==> config.mk <==
export PLATFORM = sky130hd
export DESIGN_NAME = rxq_flag_byte
export DESIGN_NICKNAME = d
export VERILOG_FILES = /design/src/rtl/rxq_flag_byte.sv
export SDC_FILE = /design/constraint.sdc
export NUM_CORES = 1
export LEC_CHECK = 0
export ABC_AREA = 1
export BUFFER_PORTS_ARGS = -buffer_cell sky130_fd_sc_hd__buf_4
export CORE_ASPECT_RATIO = 0.75
export CORE_MARGIN = 4
export CORE_UTILIZATION = 42
export CTS_CLUSTER_SIZE = 14
export DETAILED_ROUTE_END_ITERATION = 12
export PLACE_DENSITY = 0.71
export SYNTH_ARGS = -nofsm -noshare
export SYNTH_HDL_FRONTEND = slang
export SYNTH_SLANG_ARGS = --single-unit
==> constraint.sdc <==
create_clock -name clk -period 2.3 [get_ports clk]
set_clock_uncertainty 0.1 [all_clocks]
set_input_delay 0.345 -clock clk [delete_from_list [all_inputs] [get_ports clk]]
set_output_delay 0.345 -clock clk [all_outputs]
set_load 0.05 [all_outputs]
==> src/rtl/rxq_flag_byte.sv <==
module rxq_flag_byte #(
  parameter int DEPTH   = 6,
  parameter int WARN_AT = 5
) (
  input  logic       clk,
  input  logic       rst_n,
  input  logic       en_wr,
  input  logic       en_wdata,
  input  logic       flag_wr,
  input  logic [7:0] flag_wdata,
  input  logic       mask_wr,
  input  logic [7:0] mask_wdata,
  input  logic [7:0] mb_done,
  input  logic       push,
  input  logic       pop,
  input  logic       mbox_capture,
  input  logic       dma_mode,
  input  logic       freeze,
  output logic       fifo_en,
  output logic [7:0] flags,
  output logic [2:0] fifo_count,
  output logic       irq,
  output logic       dma_req
);
  localparam int CNT_W = $clog2(DEPTH + 1);
  localparam logic [CNT_W-1:0] FULL = CNT_W'(DEPTH);
  localparam logic [CNT_W-1:0] WARN = CNT_W'(WARN_AT);

  logic             en_q;
  logic [7:0]       flg_q, mask_q;
  logic [CNT_W-1:0] cnt_q;

  wire       mode_flip = en_wr && (en_wdata != en_q);
  wire [7:0] w1c       = flag_wr ? flag_wdata : 8'h00;
  wire       fifo_clr  = en_q && w1c[0] && freeze;
  wire       do_pop    = en_q && pop && (cnt_q != '0);

  wire [CNT_W-1:0] cnt_popped = cnt_q - CNT_W'(do_pop);
  wire             room       = cnt_popped < FULL;
  wire             do_push    = en_q && push && !fifo_clr && room;
  wire             lost       = en_q && push && !fifo_clr && !room && !mbox_capture;
  wire [CNT_W-1:0] cnt_next   = fifo_clr ? '0 : cnt_popped + CNT_W'(do_push);
  wire             warn_hit   = (cnt_q == WARN - 1'b1) && (cnt_next == WARN);
  wire             avail      = (cnt_next != '0) &&
                                (do_push || dma_mode || (flg_q[5] && !w1c[5]));

  wire [7:0] mb_next   = mb_done | (flg_q & ~w1c);
  wire [7:0] fifo_next = {lost | (flg_q[7] & ~w1c[7]),
                          warn_hit | (flg_q[6] & ~w1c[6]),
                          avail, 5'b0};

  always_ff @(posedge clk or negedge rst_n) begin
    if (!rst_n) begin
      en_q   <= 1'b0;
      flg_q  <= '0;
      cnt_q  <= '0;
      mask_q <= '0;
    end else begin
      if (mask_wr) mask_q <= mask_wdata;
      if (mode_flip) begin
        en_q  <= en_wdata;
        flg_q <= '0;
        cnt_q <= '0;
      end else begin
        flg_q <= en_q ? fifo_next : mb_next;
        cnt_q <= cnt_next;
      end
    end
  end

  assign fifo_en    = en_q;
  assign flags      = flg_q;
  assign fifo_count = 3'(cnt_q);
  assign irq        = |(flg_q & mask_q);
  assign dma_req    = en_q && dma_mode && flg_q[5];


  count_bound_chk: assert property (@(posedge clk) disable iff (!rst_n)
    cnt_q <= FULL);


  flip_clear_chk: assert property (@(posedge clk) disable iff (!rst_n)
    mode_flip |=> (flg_q == 8'h00) && (cnt_q == '0));


  dma_track_chk: assert property (@(posedge clk) disable iff (!rst_n)
    (en_q && dma_mode && !mode_flip) |=> (flg_q[5] == (cnt_q != '0)));


  warn_edge_chk: assert property (@(posedge clk) disable iff (!rst_n)
    ($rose(flg_q[6]) && en_q && $past(en_q)) |-> ($past(cnt_q) == WARN - 1'b1) && (cnt_q == WARN));


  clear_block_chk: assert property (@(posedge clk) disable iff (!rst_n)
    (en_q && flag_wr && flag_wdata[0] && !freeze && !push && !pop && !en_wr)
      |=> (cnt_q == $past(cnt_q)));


  reserved_chk: assert property (@(posedge clk) disable iff (!rst_n)
    en_q |-> (flg_q[4:0] == 5'b0));
endmodule

==> summary.txt, run 1 <==
CTS
  • Worst-path clk slew: roughly 70 ps
  • CTS tree: done
  • Root Driver: clkbuf_8
  • H-tree levels: 1
  • CTS Sinks: 20
  • Clock buffer count from CTS: 3
  • Clock Latency Late Sink: roughly 260 ps
  • CTS max path bufs: 2

Outcome
  • Status: finished with violations
  • Violated checks: negative setup slack

Placement
  • DP Area: about 1600 um^2
  • Port Buf Inserts: 48
  • DP HPWL: between 2000 and 2500 um
  • GPL Wtd Cong: 0.830

Finish
  • Nets: roughly 240
  • Commonest non-fill, non-tap cell in the layout: buf_4
  • Antenna fix cells: 0
  • Final Core Density: 0.712
  • Layout cell share with drive strength beyond 1: 0.589
  • Register Area: about 510 um^2
  • Final Cell Area: between 1500 and 2000 um^2
  • Fillcell total: 190
  • Multi-input gate area: 652 um^2
  • P&R area growth vs syn: 62.5%
  • Commonest cells after routing, fill and taps aside: buf_4 (71), nand2_1 (31), dfrtp_1 (16)

Timing
  • Setup slack after layout: -102 ps
  • Slew margin rel.: 0.707
  • Fin crit share: 1.04
  • Worst Tran Pin Value: around 440 ps
  • Final setup vio count: 3
  • FMAX: between 400 and 500 MHz
  • RSZ-0062 raised after global routing: true
  • Fin crit period: 2400 ps
  • Hold Vio Cnt, Final: 0
  • Fin. max-slew vios: 0
  • Hold slack: around 190 ps

Die
  • I/O Pins: 49
  • Core ar.: between 2000 and 3000 um^2
  • Overall die area: 3650 um^2
  • Initial Utilization: 0.438
  • Die Height: 53.3 um
  • Rows: 16
  • Die width: approximately 70 um

Hold path
  • Hold Startpoint: mb_done[0]
  • Min-delay worst type: input port to register

Synthesis
  • Post-synthesis register bit count: 20
  • EDFF count, synth: 0
  • Cell variety after synth: 29
  • Synthesized area per cell: 8.85 um^2
  • Share of the synthesized area in the top cell type: 0.435
  • Post-synthesis sequential area ratio: 0.435
  • Async S/R FF share, synth: 1.00
  • Most used DFF post-synth: dfrtp_1
  • Ranking of synthesized cells by area: dfrtp_1 (44%), nand2_1 (11%), mux2_2 (6.9%), inv_1 (5.2%), ha_1 (4.4%)
  • Post-synth top area cell: dfrtp_1
  • Synth Warn #: 0
  • Mapped Area: around 1100 um^2
  • Mapped Cells: 130
  • Mapped Nets: approximately 170

Worst setup path
  • CP Launch Type: register
  • Crit. End Element: register
  • Critical path class: register to register
  • Req. time, crit path: between 2000 and 2500 ps
  • Reg-to-Reg Start: fifo_count[2]$_DFF_PN0_
  • R2R setup slack: -100 ps
  • Critical path arrival: between 2000 and 3000 ps
  • CP startpoint: fifo_count[2]$_DFF_PN0_
  • Critical path fanouts, max: 3

Run
  • Max-cap viol count: 0

Drt
  • # DRC: 0
  • Starting DRT DRC Count: between 60 and 70
  • Routed Antenna Nets: 0
  • Vias post-DR: between 1000 and 1500
  • Avg WL per Cell: around 15 um
  • Total Routed Length: between 3000 and 4000 um
  • DRT Pass-1 Iters: 4
  • Vias per cell: approximately 5

Global routing
  • First-pass GRT wire length: ~5400 um
  • Gr ovfl total: 0
  • Largest net degree at the start of global routing: 21
  • Vias in the first global route: 1142
  • Overall routing resource usage: 0.210
  • Initial antenna violation count: 0

Power and ir drop
  • VDD IR max: 0.610 mV
  • Pwr/cell area: between 1000 and 1500 nW/um^2
  • Pleak: around 0.96 nW
==> metrics by stage <==
step | TNS (ps) | setup WS [ps] | power, W | instances
finish | -249 | -102 | 0.00222 | 238
global route | -482 | -196 | 0.00234 | 238
floorplan | -440 | -211 | 0.00128 | 130
detailed placement | -179 | -112 | 0.00168 | 219
CTS | 0 | 5.35 | 0.00204 | 234
global placement | 0 | 15.5 | 0.00164 | 219
==> state kept, by name (all words and copies together) (netlist names) <==
signal,count
flags,8
fifo_en,1
fifo_count,3
mask_q,8
==> power breakdown <==
group	internal (W)	total, W	switching [W]	leakage, nW
clock	0.000117	0.000232	0.000115	0.0216
combinational	0.000620	0.00146	0.000845	0.697
sequential	0.000446	0.000524	0.0000781	0.241
total	0.00118	0.00222	0.00104	0.960
==> cells by family after synthesis <==
family,count (synthesis),synth area share
flip-flops,20,0.435
adder cells (fa/ha/maj),4,0.0435
buffers and inverters,22,0.0881
AND/OR/NAND/NOR,57,0.245
AO/OA/AOI/OAI,20,0.120
multiplexers,7,0.0686
==> synthesized netlist by cell type, drive strengths merged, types with 3 or more instances <==
cell type	instances
a21o	3
a21oi	7
buf	3
dfrtp	20
ha	4
inv	19
mux2	7
nand2	38
nand3	4
nor2	11
o21ai	6
==> layer usage <==
layer  up-vias  track usage  wire, um
li1        560            -         -
met1       536        0.226      1390
met2        58        0.384      1870
met3        11       0.0637       279
met4         0       0.0726       119
met5         -            0         0
==> layout make-up <==
type | instances | share of cell area
Multi-Input combinational cell | 88 | 0.349
Clock buffer | 3 | 0.0221
Tap cell | 36 | 0.0241
Sequential cell | 20 | 0.271
Timing Repair Buffer | 72 | 0.291
Inverter | 19 | 0.0435
==> final timing paths <==
path / to / depth (start not counted)
max: flags[6]$_DFF_PN0_ / 16
min: flags[0]$_DFF_PN0_ / 3
max reg2reg: flags[6]$_DFF_PN0_ / 16
min reg2reg: mask_q[2]$_DFFE_PN0P_ / 1
max in group asynchronous: fifo_count[0]$_DFF_PN0_ / 2
min in group asynchronous: mask_q[7]$_DFFE_PN0P_ / 2
==> critical path, stage by stage (launching register included) <==
cell and delay, ps:
dfrtp_2 400, inv_4 50, a21oi_4 200, ha_4 180, ha_4 160, inv_4 40
nand2_4 80, nand3_4 90, nand2_4 80, inv_2 40, ha_4 160, ha_4 240
inv_2 60, nand4_1 90, nor2_1 120, nand3_1 90, a21oi_2 130
==> timing repair <==
| item | in CTS | in global routing |
|---|---|---|
| pin swaps | 9 | 12 |
| hold buffers | 1 | 0 |
| gates resized for setup | 8 | 11 |
| setup endpoints to repair | 3 | 5 |
| buffers inserted | 11 | 4 |
| hold endpoints to repair | 20 | 0 |
Note: power is estimated with default switching activity, not from simulation.
==> run 2: changes to the inputs <==
--- a/config.mk
+++ b/config.mk
@@ -16,3 +16,4 @@
 export SYNTH_ARGS = -nofsm -noshare
 export SYNTH_HDL_FRONTEND = slang
 export SYNTH_SLANG_ARGS = --single-unit
+export TNS_END_PERCENT = 5
==> constraint.sdc (replaced) <==
create_clock -name clk -period 2.3 [get_ports clk]
set_clock_uncertainty 0.1 [all_clocks]
set_input_delay 0 -clock clk [delete_from_list [all_inputs] [get_ports clk]]
set_output_delay 0 -clock clk [all_outputs]
set_load 0.05 [all_outputs]
==> summary.txt, run 2 (synthesis gave the netlist of run 1 again) <==
Outcome
  • Status: finished with violations
  • Violated checks: negative setup slack

Drt
  • Routed Antenna Nets: 0
  • Total Routed Length: 3660 um
  • Vias per cell: approximately 4.8
  • Vias post-DR: about 1200
  • Starting DRT DRC Count: 47
  • # DRC: 0
  • Avg WL per Cell: about 14 um
  • DRT Pass-1 Iters: 4

Worst setup path
  • Critical path class: register to register
  • Crit. End Element: register
  • Slowest cell on the critical path: dfrtp_2
  • Req. time, crit path: between 2000 and 2500 ps
  • Critical path arrival: around 2400 ps
  • Family with the most delay on the worst path: adder cells
  • Max stage delay on crit path: ~430 ps
  • Critical path fanouts, max: 2
  • CP Launch Type: register
  • Most frequent CP cell: ha_4
  • Buf/Inv on CP: 3
  • CP Cell Sequence: nor2_4 -> a21oi_2 -> ha_2 -> ha_4 -> inv_4 -> nand3_4 -> nand2_4 -> inv_2 -> ha_4 -> ha_4 -> inv_2 -> nand4_1 -> nor2_1 -> nand3_1 -> a21oi_2

Global routing
  • Overall routing resource usage: 0.216
  • Gr ovfl total: 0
  • First-pass GRT wire length: 5700 um
  • Initial antenna violation count: 0
  • Largest net degree at the start of global routing: 21
  • Vias in the first global route: approximately 1300

Finish
  • Nets: approximately 260
  • Commonest non-fill, non-tap cell in the layout: buf_4
  • Commonest cells after routing, fill and taps aside: buf_4 (62), nand2_1 (31), dlygate4sd3_1 (28)
  • Layout cell share with drive strength beyond 1: 0.500
  • Antenna fix cells: 0
  • Final Core Density: 0.791
  • P&R area growth vs syn: 80.3%
  • Final Cell Area: approximately 2100 um^2

CTS
  • CTS Sinks: 20
  • Root Driver: clkbuf_8
  • Worst-path clk slew: around 70 ps
  • H-tree levels: 1
  • CTS max path bufs: 2
  • Clock Latency Late Sink: between 200 and 300 ps
  • Clock buffer count from CTS: 3
  • CTS tree: done

Power and ir drop
  • Comb power frac: 0.641
  • Pleak: a little over 1 nW
  • Pwr/cell area: roughly 1100 nW/um^2
  • Switching share of power: 0.450
  • VDD IR max: ~0.60 mV
  • Clock share of power: 0.121
  • Int Power: 0.00120 W
  • Sw power: approximately 0.00098 W
  • Sequential share of power: 0.238

Timing
  • Final setup vio count: 1
  • RSZ-0062 raised after global routing: true
  • Fin. max-slew vios: 0
  • Worst Tran Pin Value: ~320 ps
  • Fin crit share: 1.01
  • Setup TNS: -14.4 ps
  • Hold Vio Cnt, Final: 0
  • Slew margin rel.: 0.788
  • FMAX: about 430 MHz
  • Fin crit period: between 2000 and 2500 ps
  • Setup slack after layout: -14.4 ps

Placement
  • GPL Wtd Cong: between 0.8 and 0.9
  • Port Buf Inserts: between 40 and 50
  • DP Area: between 1500 and 2000 um^2
  • DP HPWL: 2380 um

Die
  • Die Height: 53.3 um
  • Initial Utilization: 0.438
  • Overall die area: roughly 3600 um^2
  • Core ar.: ~2600 um^2
  • I/O Pins: just under 50
  • Die width: a little under 70 um
  • Rows: 16

Run
  • Max-cap viol count: 0

Hold path
  • Min-delay worst type: input port to register
run 2: changes by cell type in the layout (fill, tap and decap cells not counted), sizes merged:
cell,previous run,this run
buf,71,63
clkbuf,3,4
dlygate4sd3,1,28
run 2: stage by stage:
step / worst slack [ps] / instances / hold slack, ps / power (W)
floorplan: -212 / 130 / -396 / 0.00127
global placement: 34.7 / 220 / -211 / 0.00166
detailed placement: -50.3 / 220 / -210 / 0.00167
CTS: 4.97 / 255 / 6.30 / 0.00205
global route: -117 / 258 / 34.7 / 0.00231
finish: -14.4 / 258 / 11.0 / 0.00218
run 2: final cells by class:
class                      count  area (um^2)
tap                           36         45.0
sequential                    20          505
fill                         174          549
multi-input combinational     88          634
clock buffer                   4         55.1
timing repair buffer          91          757
inverter                      19         76.3
run 2: worst paths after layout:
check,startpoint,endpoint,slack (ps),cells after the start
worst max register to register,fifo_count[0]$_DFF_PN0_,flags[6]$_DFF_PN0_,-10,15
worst min-delay path,dma_mode,flags[5]$_DFF_PN0_,10,5
worst max-delay path,fifo_count[0]$_DFF_PN0_,flags[6]$_DFF_PN0_,-10,15
max in group asynchronous,rst_n,fifo_count[1]$_DFF_PN0_,1820,2
worst min register to register,flags[7]$_DFF_PN0_,flags[7]$_DFF_PN0_,490,2
min in group asynchronous,rst_n,mask_q[6]$_DFFE_PN0P_,50,2
run 2: power by group through the flow:
stage	logic (W)	clock network [W]	registers [W]
global placement	0.00115	0	0.000510
floorplan	0.000501	0	0.000774
CTS	0.00127	0.000270	0.000514
global route	0.00150	0.000285	0.000527
detailed placement	0.00116	0	0.000509
finish	0.00140	0.000265	0.000518
run 2: worst min-delay path, stage by stage:
cell and delay, ps:
buf_4 90, a21oi_1 30, nand2_1 50, nand2_1 50
a21oi_2 100
run 2: repair_timing:
action                     CTS  global route
pin swaps                    9            11
gates resized for setup      7             8
setup endpoints to repair    2             4
hold endpoints to repair    35             0
hold buffers                28             0
buffers inserted             3             3
run 2: per-layer routing:
layer / wire length (um) / global-route usage / vias up
li1: - / - / 602
met1: 1460 / 0.245 / 578
met2: 1850 / 0.398 / 54
met3: 242 / 0.0425 / 14
met4: 102 / 0.0726 / 0
met5: 0 / 0 / -
==> run 3: changes to the inputs <==
==> constraint.sdc (replaced) <==
create_clock -name clk -period 2 [get_ports clk]
set_clock_uncertainty 0.1 [all_clocks]
set_input_delay 0 -clock clk [delete_from_list [all_inputs] [get_ports clk]]
set_output_delay 0 -clock clk [all_outputs]
set_load 0.05 [all_outputs]
==> summary.txt, run 3 (synthesis gave the netlist of run 1 again) <==
Run
  • Max-cap viol count: 0

Outcome
  • Status: finished with violations
  • Violated checks: negative setup slack

Timing
  • Worst Tran Pin Value: between 300 and 400 ps
  • Hold Vio Cnt, Final: 0
  • Fin crit period: between 2000 and 2500 ps
  • Setup slack after layout: -358 ps
  • Setup TNS: -1080 ps
  • RSZ-0062 raised after global routing: true
  • Slew margin rel.: 0.786
  • Fin crit share: 1.18
  • Final setup vio count: 4
  • FMAX: roughly 420 MHz
  • Fin. max-slew vios: 0

CTS
  • H-tree levels: 1
  • Clock Latency Late Sink: 260 ps
  • CTS Sinks: 20
  • Root Driver: clkbuf_8
  • CTS tree: done
  • Worst-path clk slew: about 70 ps
  • CTS max path bufs: 2
  • Clock buffer count from CTS: 3

Worst setup path
  • Req. time, crit path: between 2000 and 2500 ps
  • Critical path fanouts, max: 2
  • R2R depth: 15
  • CP Launch Type: register
  • Critical path arrival: around 2400 ps
  • Crit path to: flags[5]$_DFF_PN0_
  • Reg-to-Reg Start: fifo_count[0]$_DFF_PN0_
  • Critical path class: register to register
  • FF-to-FF End: flags[5]$_DFF_PN0_
  • Crit. End Element: register
  • CP startpoint: fifo_count[0]$_DFF_PN0_
  • R2R setup slack: -360 ps

Finish
  • Fillcell total: 149
  • Nets: 270
  • Register Area: slightly above 500 um^2
  • Layout cell share with drive strength beyond 1: 0.530
  • Commonest cells after routing, fill and taps aside: buf_4 (70), nand2_1 (30), dlygate4sd3_1 (28)
  • Commonest non-fill, non-tap cell in the layout: buf_4
  • P&R area growth vs syn: 89.1%
  • Antenna fix cells: 0
  • Final Core Density: 0.829
  • Multi-input gate area: ~650 um^2

Global routing
  • Vias in the first global route: roughly 1300
  • Largest net degree at the start of global routing: 21
  • Gr ovfl total: 0
  • Initial antenna violation count: 0
  • Overall routing resource usage: 0.227
  • GR met3 Demand/Resource: 0.0467
  • First-pass GRT wire length: between 5000 and 6000 um
  • Met1 Usage GRT: 0.271
  • Met2 usage: 0.412
  • Gr busiest metal: met2

Die
  • Initial Utilization: 0.438
  • Die width: about 68 um
  • Core ar.: ~2600 um^2
  • Overall die area: between 3000 and 4000 um^2
  • Die Height: 53.3 um
  • I/O Pins: between 40 and 50
  • Rows: 16

Drt
  • Avg WL per Cell: ~15 um
  • Starting DRT DRC Count: 60
  • DRT Pass-1 Iters: 4
  • Vias per cell: roughly 4.7
  • # DRC: 0
  • Total Routed Length: 3890 um
  • Routed Antenna Nets: 0
  • Vias post-DR: roughly 1300

Hold path
  • Hold path depth: 4
  • Min-delay worst type: input port to register
  • Hold Startpoint: mb_done[6]

Power and ir drop
  • Pleak: ~1.1 nW
  • VDD IR max: ~0.75 mV
  • Pwr/cell area: roughly 1300 nW/um^2

Placement
  • Port Buf Inserts: between 40 and 50
  • GPL Wtd Cong: 0.884
  • DP HPWL: between 2000 and 2500 um
[run 3: worst max-delay path: stages, from the launching register on]
cell and delay [ps]:
dfrtp_2 420, nor2_4 140, a21oi_4 70, ha_4 170
ha_4 210, inv_4 60, nand3_4 60, nand2_2 80
inv_2 50, ha_4 150, ha_4 240, buf_4 130
o21ai_2 120, nand2_1 90, nand2_2 90, a21oi_2 50
[run 3: what timing repair did]
| action | CTS | global route |
|---|---|---|
| endpoints found under the setup margin | 5 | 7 |
| hold buffers | 28 | 0 |
| resized for setup | 11 | 10 |
| pin swaps | 14 | 13 |
| hold endpoints to repair | 35 | 0 |
| setup buffers | 9 | 4 |
[run 3: worst min-delay path by stage]
stage                         endpoint
3_3_place_gp     mask_q[4]$_DFFE_PN0P_
3_5_place_dp     mask_q[1]$_DFFE_PN0P_
6_report            flags[6]$_DFF_PN0_
2_1_floorplan  fifo_count[0]$_DFF_PN0_
5_1_grt             flags[6]$_DFF_PN0_
4_1_cts             flags[3]$_DFF_PN0_
[run 3: routing by layer]
layer,vias to the layer above,wire length [um]
li1,618,-
met1,591,1660
met2,42,1970
met3,4,218
met4,0,45
met5,-,0
[run 3: where the power goes]
group / switching (W) / internal (W) / leakage (nW) / total, W
clock network: 0.000128 / 0.000267 / 0.0357 / 0.000395
registers: 0.0000886 / 0.000513 / 0.241 / 0.000602
logic: 0.00101 / 0.000806 / 0.813 / 0.00181
[run 3: final cells by class]
cell class / instances / area share
repair buffers: 99 / 0.376
flip-flops and latches: 20 / 0.232
clock buffers: 3 / 0.0190
inverters: 19 / 0.0374
clock inverters: 1 / 0.0138
well taps: 36 / 0.0207
multi-input cells: 88 / 0.301
[run 3: metrics by stage]
stage / cell area (um^2) / cells / worst slack (ps) / hold WS, ps / power [W]
2_1_floorplan: 1190 / 130 / -512 / -396 / 0.00147
3_3_place_gp: 1650 / 221 / -271 / -213 / 0.00190
3_5_place_dp: 1650 / 221 / -369 / -206 / 0.00192
4_1_cts: 2110 / 262 / -314 / 11.4 / 0.00258
5_1_grt: 2170 / 266 / -444 / 52.3 / 0.00296
6_report: 2170 / 266 / -358 / 21.0 / 0.00281
